**src/rtl/capture_buffer.sv**
```systemverilog
module capture_buffer #(
  parameter int LGMEM = 6,
  parameter int BUSW  = 32
) (
  input  logic            clk,
  input  logic            rst,
  input  logic            cap_en,
  input  logic            trig_in,
  input  logic [BUSW-1:0] cap_data,
  input  logic            bus_cyc,
  input  logic            bus_stb,
  input  logic            bus_we,
  input  logic            bus_addr,
  input  logic [BUSW-1:0] bus_wdata,
  output logic            bus_ack,
  output logic            bus_stall,
  output logic [BUSW-1:0] bus_rdata,
  output logic            stop_irq
);
  localparam int DEPTH = 1 << LGMEM;

  logic [BUSW-1:0]  mem [DEPTH];
  logic [LGMEM-1:0] wr_ptr, rd_off, rd_idx;
  logic             primed, triggered, stopped;

  logic req, clr, store, full_now, trig_now;
  logic [BUSW-1:0] status;

  assign req      = bus_cyc && bus_stb;
  assign clr      = rst || (req && bus_we && !bus_addr && !bus_wdata[BUSW-1]);
  assign store    = cap_en && !stopped;
  assign full_now = primed || (wr_ptr == {LGMEM{1'b1}});
  assign trig_now = triggered || trig_in;
  assign rd_idx   = wr_ptr + rd_off;
  assign status   = BUSW'({LGMEM[4:0], 5'b0, stopped, triggered, primed});

  assign bus_stall = 1'b0;
  assign stop_irq  = stopped;

  always_ff @(posedge clk)
    if (store) mem[wr_ptr] <= cap_data;

  always_ff @(posedge clk) begin
    if (clr) begin
      wr_ptr    <= '0;
      primed    <= 1'b0;
      triggered <= 1'b0;
      stopped   <= 1'b0;
    end else if (store) begin
      wr_ptr <= wr_ptr + 1'b1;
      if (wr_ptr == {LGMEM{1'b1}}) primed <= 1'b1;
      if (trig_in) triggered <= 1'b1;
      if (trig_now && full_now) stopped <= 1'b1;
    end
  end

  always_ff @(posedge clk) begin
    if (clr)
      rd_off <= '0;
    else if (req && !bus_we && bus_addr && stopped)
      rd_off <= rd_off + 1'b1;
  end

  always_ff @(posedge clk) begin
    if (rst) bus_ack <= 1'b0;
    else     bus_ack <= req;
  end

  always_ff @(posedge clk) begin
    if (!bus_addr)    bus_rdata <= status;
    else if (stopped) bus_rdata <= mem[rd_idx];
    else              bus_rdata <= '0;
  end

  assert_ack_next_R10: assert property (@(posedge clk) disable iff (rst)
    req |=> bus_ack);

  assert_stop_sticky_R5: assert property (@(posedge clk) disable iff (rst)
    (stopped && !clr) |=> stopped);

  assert_frozen_ptr_R5: assert property (@(posedge clk) disable iff (rst)
    (stopped && !clr) |=> $stable(wr_ptr));

  assert_stop_on_sample_R4: assert property (@(posedge clk) disable iff (rst)
    $rose(stop_irq) |-> $past(cap_en));

  assert_ctrl_reset_R1: assert property (@(posedge clk) disable iff (rst)
    clr |=> (!stop_irq && !primed && !triggered));

  assert_trig_needs_en_R3: assert property (@(posedge clk) disable iff (rst)
    $rose(triggered) |-> $past(cap_en && trig_in));
endmodule

```
**config.mk**
```make
export PLATFORM = sky130hd
export DESIGN_NAME = capture_buffer
export DESIGN_NICKNAME = d
export VERILOG_FILES = /design/src/rtl/capture_buffer.sv
export SDC_FILE = /design/constraint.sdc
export NUM_CORES = 2
export LEC_CHECK = 0
export ABC_AREA = 1
export ABC_CLOCK_PERIOD_IN_PS = 4240
export BUFFER_PORTS_ARGS = -buffer_cell sky130_fd_sc_hd__buf_2
export CAP_MARGIN = 10
export CORE_MARGIN = 5
export CORE_UTILIZATION = 40
export CTS_BUF_LIST = sky130_fd_sc_hd__clkbuf_16
export DETAILED_ROUTE_END_ITERATION = 8
export SYNTH_ARGS = -nofsm -noshare
export SYNTH_HDL_FRONTEND = slang
export SYNTH_SLANG_ARGS = --single-unit
```
**constraint.sdc**
```tcl
create_clock -name clk -period 4.24 [get_ports clk]
set_input_delay 0.848 -clock clk [delete_from_list [all_inputs] [get_ports clk]]
set_output_delay 0.848 -clock clk [all_outputs]
set_load 0.01 [all_outputs]
```
## After elaboration in Yosys (flattened, before gate mapping)

Memories as Yosys holds them, arrays and structs flattened.
Index checks and enable logic that the tools add are counted.

| word-level totals | value |
|---|---|
| register bits | 48 |
| memory bits (writable) | 2048 |
| input port bits | 72 |
| output and inout port bits | 35 |
| memories kept | 1 |

Memories:

| memory | words | bits a word | read ports | clocked after Yosys merged registers in | wr ports | RTL line | RTL |
|---|---|---|---|---|---|---|---|
| mem | 64 | 32 | 1 | 0 | 1 | 22 | `logic [BUSW-1:0] mem [DEPTH];` |

| cells by class | value |
|---|---|
| add/subtract/negate cells | 3 |
| equal/unequal tests | 1 |
| multiplexer cells | 4 |
| reduce and logical (&&, ||, !) cells | 20 |

Operator list:

| cell | count |
|---|---|
| adder 6 x 1 -> 6 bit (second input constant) | 2 |
| two-way mux 11 bit | 1 |
| logical AND 1 bit | 9 |
| AND reduction 2 bit | 4 |
| adder 6 bit | 1 |
| == test 6 bit (second input constant) | 1 |
| zero test 1 bit | 4 |
| logical OR 1 bit | 3 |
| two-way mux 3 bit | 1 |
| two-way mux 1 bit | 2 |

## Depth between registers and ports, before layout

| depth | value |
|---|---|
| word-level depth | 5 |
| gate-level depth with buffers | 17 |

## Worst setup path before layout

Ideal clock, no wire load.

| timing path | value |
|---|---|
| path kind | input to register |
| start | in cap_en |
| end | mem mem[40][0], enable pin |
| library setup time | 0.461 ns |
| arrival | 3.599 ns |
| required time | 3.779 ns |
| path slack | 0.180 ns |
| stages | 4 |
| path buffers | 0 |
| cells stage by stage | nand2_1 -> inv_1 -> nand4_1 -> nor3_1 |

| on the way | value |
|---|---|
| longest elaborated chain between the ends | 3 |

RTL lines:

| item | RTL line | RTL |
|---|---|---|
| start, declared | 7 | `input logic cap_en,` |
| logical AND 1 bit | 31 | `assign store = cap_en && !stopped;` |
| two-way mux 1 bit | 41 | `if (store) mem[wr_ptr] <= cap_data;` |
| two-way mux 1 bit (implied by the code) | 41 |  |
| end, declared | 22 |  |

No other way between the ends.

## Worst setup path in the final report

| timing path | value |
|---|---|
| start | reg wr_ptr[1] |
| end | reg bus_rdata[3] |

| on the way | value |
|---|---|
| longest elaborated chain between the ends | 2 |

RTL lines:

| item | RTL line | RTL |
|---|---|---|
| start, declared | 23 | `logic [LGMEM-1:0] wr_ptr, rd_off, rd_idx;` |
| start signal, assigned | 50 | `wr_ptr <= wr_ptr + 1'b1;` |
| adder 6 bit | 34 | `assign rd_idx = wr_ptr + rd_off;` |
| memory read (64 x 32 bit) | n/a |  |
| end signal, assigned | 70 | `if (!bus_addr) bus_rdata <= status;` |
| end signal, assigned | 71 | `else if (stopped) bus_rdata <= mem[rd_idx];` |
| end, declared | 17 | `output logic [BUSW-1:0] bus_rdata,` |

No other way between the ends.
A chain may end at the register's enable or synchronous reset.

==> out/qor.yml <==
status: "finished clean"
final_nets: 7004
fin_total_pwr_uw: 43120
ys_top_cells_by_count: "2048 x edfxtp_1, 1339 x nor2_1, 1069 x nand2_1"
cts.sinks: 2096
timing.hold.ws_ns: 0.2932
tritoncts: "built"
worst_clock_skew_on_the_final_layout_ns: 0.03185
cp-endpoint: "bus_rdata[3]$_SDFF_PN0_"
switching_share: 0.2238
max-vdd-ir-drop_v: 0.0004235
dr.first_iter.drc_count: 5683
largest_net_degree_at_the_start_of_global_routing: 213
io_pins: 107
timing.reg2reg.setup_slack_ns: 0.35
power_report.internal_total_uw: 33470
achievable-frequency_mhz: 257.3
drt_pass1_iterations: 6
p_sw_uw: 9649
post_detailed_route_wirelength_per_cell_um: 23.77
final_cell_area_um2: 94590
post_cts.resized_instances: 0
avgViaCountPerCell: 5.486
grt_overflow_total: 0
post-synth-top-count-cell: "edfxtp_1"
netlist.top_cell.by_area: "edfxtp_1"
worstSkewPairLatency_ns: 0.85
startpoint_type: "register"
edff_count_synth: 2048
post_route_cells_drive_above_1_share: 0.08928
final_period_minus_worst_setup_slack_ns: 3.886
pwr-share-comb: 0.065
synth_area_per_cell_um2: 12.17
die_h_um: 468.0
drt_drc_violations_left: 0
numPortBuffers: 74
rsz0062_at_grt: "false"
cts_post_setup_buffers_inserted: 0
register_bit_count_reported_by_yosys: 2096
grt_first_pass_wirelength_mm: 343.0
critical_path_peak_fanout: 34
drv_slew: 0
postCtsHoldBufs: 0
totalNegativeSetupSlack_ns: 0
post-synth-top-area-fraction: 0.7331
std_cell_rows: 168
critPathRequiredTime_ns: 5.00
synth-async-reset-ratio: 0
syn2layout_area_growth_pct: 12.75
detailed_place_hpwl_mm: 124.7
yosys.cell_types.count: 30
cts_htree_levels: 4
critPathCaptureType: "register"
total_routing_usage_reported_by_global_routing: 0.2114
most_instantiated_flip_flop_cell_in_the_synthesis_netlist: "edfxtp_1"
effective_utilization_at_floorplan: 0.4011
place_congestion: 0.8451
detail_route.wirelength_mm: 235.4
critical_path_class: "register to register"
pwr-share-clk: 0.406
timing.reg2reg.worst_path_depth: 14
via_count: 54330
pwr_cell_area_nw_per_um2: 455.9
area_of_the_placeable_core_um2: 209200
final.period_utilization: 0.9166
synth.yosys.warnings: 0
syn_area_um2: 83890
netlist_top_cells_area: "edfxtp_1 73%, nor2_1 6.0%, nand2_1 4.8%, o21ai_0 4.7%, nand3_1 3.6%"
max-cap-violations: 0
hold_viol: 0
leakagePower_uw: 0.03182
final_core_utilization: 0.4523
power_frac_seq: 0.529
hold_depth: 2
min-delay-path-class: "primary input to register"
dieWidth_um: 468.0
cts.path.max_buffers: 3
drt.antenna.violating_nets: 0
synthCells: 6891
grt_antenna_before_repair: 18
slew_headroom: 0.1992
rr_startpoint: "wr_ptr[1]$_SDFFE_PP0P_"
tightest_slew_ns: 1.201
sequential_cell_area_fraction_in_the_yosys_report: 0.7445
cp-startpoint: "wr_ptr[1]$_SDFFE_PP0P_"
cts_root_buf: "clkbuf_16"
die_area_um2: 219000
clkTransAtPathRegs_ns: 0.06
tritoncts.num_buffers: 199
timing.critical_path.arrival_ns: 4.65
setup_viol_count_final: 0
crit-reg2reg-capture: "bus_rdata[3]$_SDFF_PN0_"
postSynthNetCount: 6971
vias_in_the_first_global_route: 51320
place_area_um2: 88160
## logic make-up after synthesis
logic type / count (synthesis) / synth area share
and+or+nand+nor: 3025 / 0.1447
DFF: 2096 / 0.7445
AOI/OAI and AO/OA: 1267 / 0.07766
buffers and inverters: 492 / 0.03163
adders and majority gates: 8 / 0.001283
xor gates and xnor gates: 2 / 0.0002088
other: 1 / 0.00004470
## registers in the layout, indices dropped and copies added, names as in the netlist
signal,flops
wr_ptr,6
mem,2048
stop_irq,1
bus_rdata,32
rd_off,6
triggered,1
bus_ack,1
primed,1
## power groups by stage
stage	combinational, uW	clock, uW	sequential (uW)
finish	2820	17500	22800
global route	3120	18600	22800
CTS	2810	17800	22800
detailed placement	2800	0	23200
global placement	2760	0	23200
floorplan	1690	0	23200
## routing by layer
| layer | part of all wire | vias to the layer above | global-route usage |
|---|---|---|---|
| met4 | 0.036 | 8 | 0.07769 |
| li1 | - | 24640 | - |
| met3 | 0.087 | 382 | 0.03799 |
| met5 | 0.00018 | - | 0 |
| met1 | 0.41 | 27100 | 0.2919 |
| met2 | 0.47 | 2194 | 0.3370 |
## cell usage in the layout, fill, tap and decap left out, types with 3 or more instances in the layout
cell,netlist,layout
inv_6,1,7
diode_2,0,7
dfxtp_1,48,48
a21oi_1,15,15
buf_4,66,146
nand3_1,598,598
clkinvlp_4,0,8
ha_1,7,6
o22ai_1,135,135
o21ai_0,785,785
nand2_1,1069,1067
clkinv_8,0,3
buf_12,0,62
edfxtp_1,2048,2048
inv_1,37,85
buf_2,98,74
o21ai_1,329,329
nor3_2,0,8
clkinv_2,0,30
inv_2,2,4
nand4_1,5,5
nor2_1,1339,1283
nor2_4,0,56
clkbuf_16,0,204
bufinv_16,0,21
clkinv_1,2,43
nor3_1,11,3
## per-stage QoR
stage	std cells	worst slack [ns]
5_1_grt	9896	0.1991
6_report	9902	0.3536
3_3_place_gp	9528	0.4950
2_1_floorplan	6891	0.1799
3_5_place_dp	9528	0.4639
4_1_cts	9895	0.4134
## worst min path at each step
| stage | startpoint | end | slack [ns] |
|---|---|---|---|
| after floorplan | primed$_SDFFE_PP0P_ | bus_rdata[0]$_DFF_P_ | 0.43 |
| after global placement | triggered$_SDFFE_PP0P_ | bus_rdata[1]$_DFF_P_ | 0.45 |
| after detailed placement | primed$_SDFFE_PP0P_ | bus_rdata[0]$_DFF_P_ | 0.45 |
| after CTS | bus_addr | bus_rdata[10]$_SDFF_PN1_ | 0.24 |
| after global routing | bus_addr | bus_rdata[10]$_SDFF_PN1_ | 0.26 |
| final | rst | bus_ack$_SDFF_PP0_ | 0.29 |
## cell type report
type / count / area [um2]
clock inverter: 163 / 1304
clock buffer: 204 / 5105
inverter: 42 / 203.9
fill: 18560 / 114600
sequential: 2096 / 62460
antenna: 7 / 17.52
multi-input combinational: 4303 / 19280
timing repair buffer: 282 / 2708
tap: 2805 / 3510
## worst max-delay path, stage by stage (launching register included)
cell     delay [ns]
dfxtp_1        0.49
inv_1          0.14
fa_4           1.01
buf_12         0.26
buf_4          0.28
buf_4          0.30
buf_4          0.26
o21ai_0        0.11
o22ai_1        0.24
nand2_1        0.09
nand3_1        0.14
nand3_1        0.09
nand2_1        0.18
nor2_1         0.07
nor2_1         0.13
(Power assumes the default switching activity.)
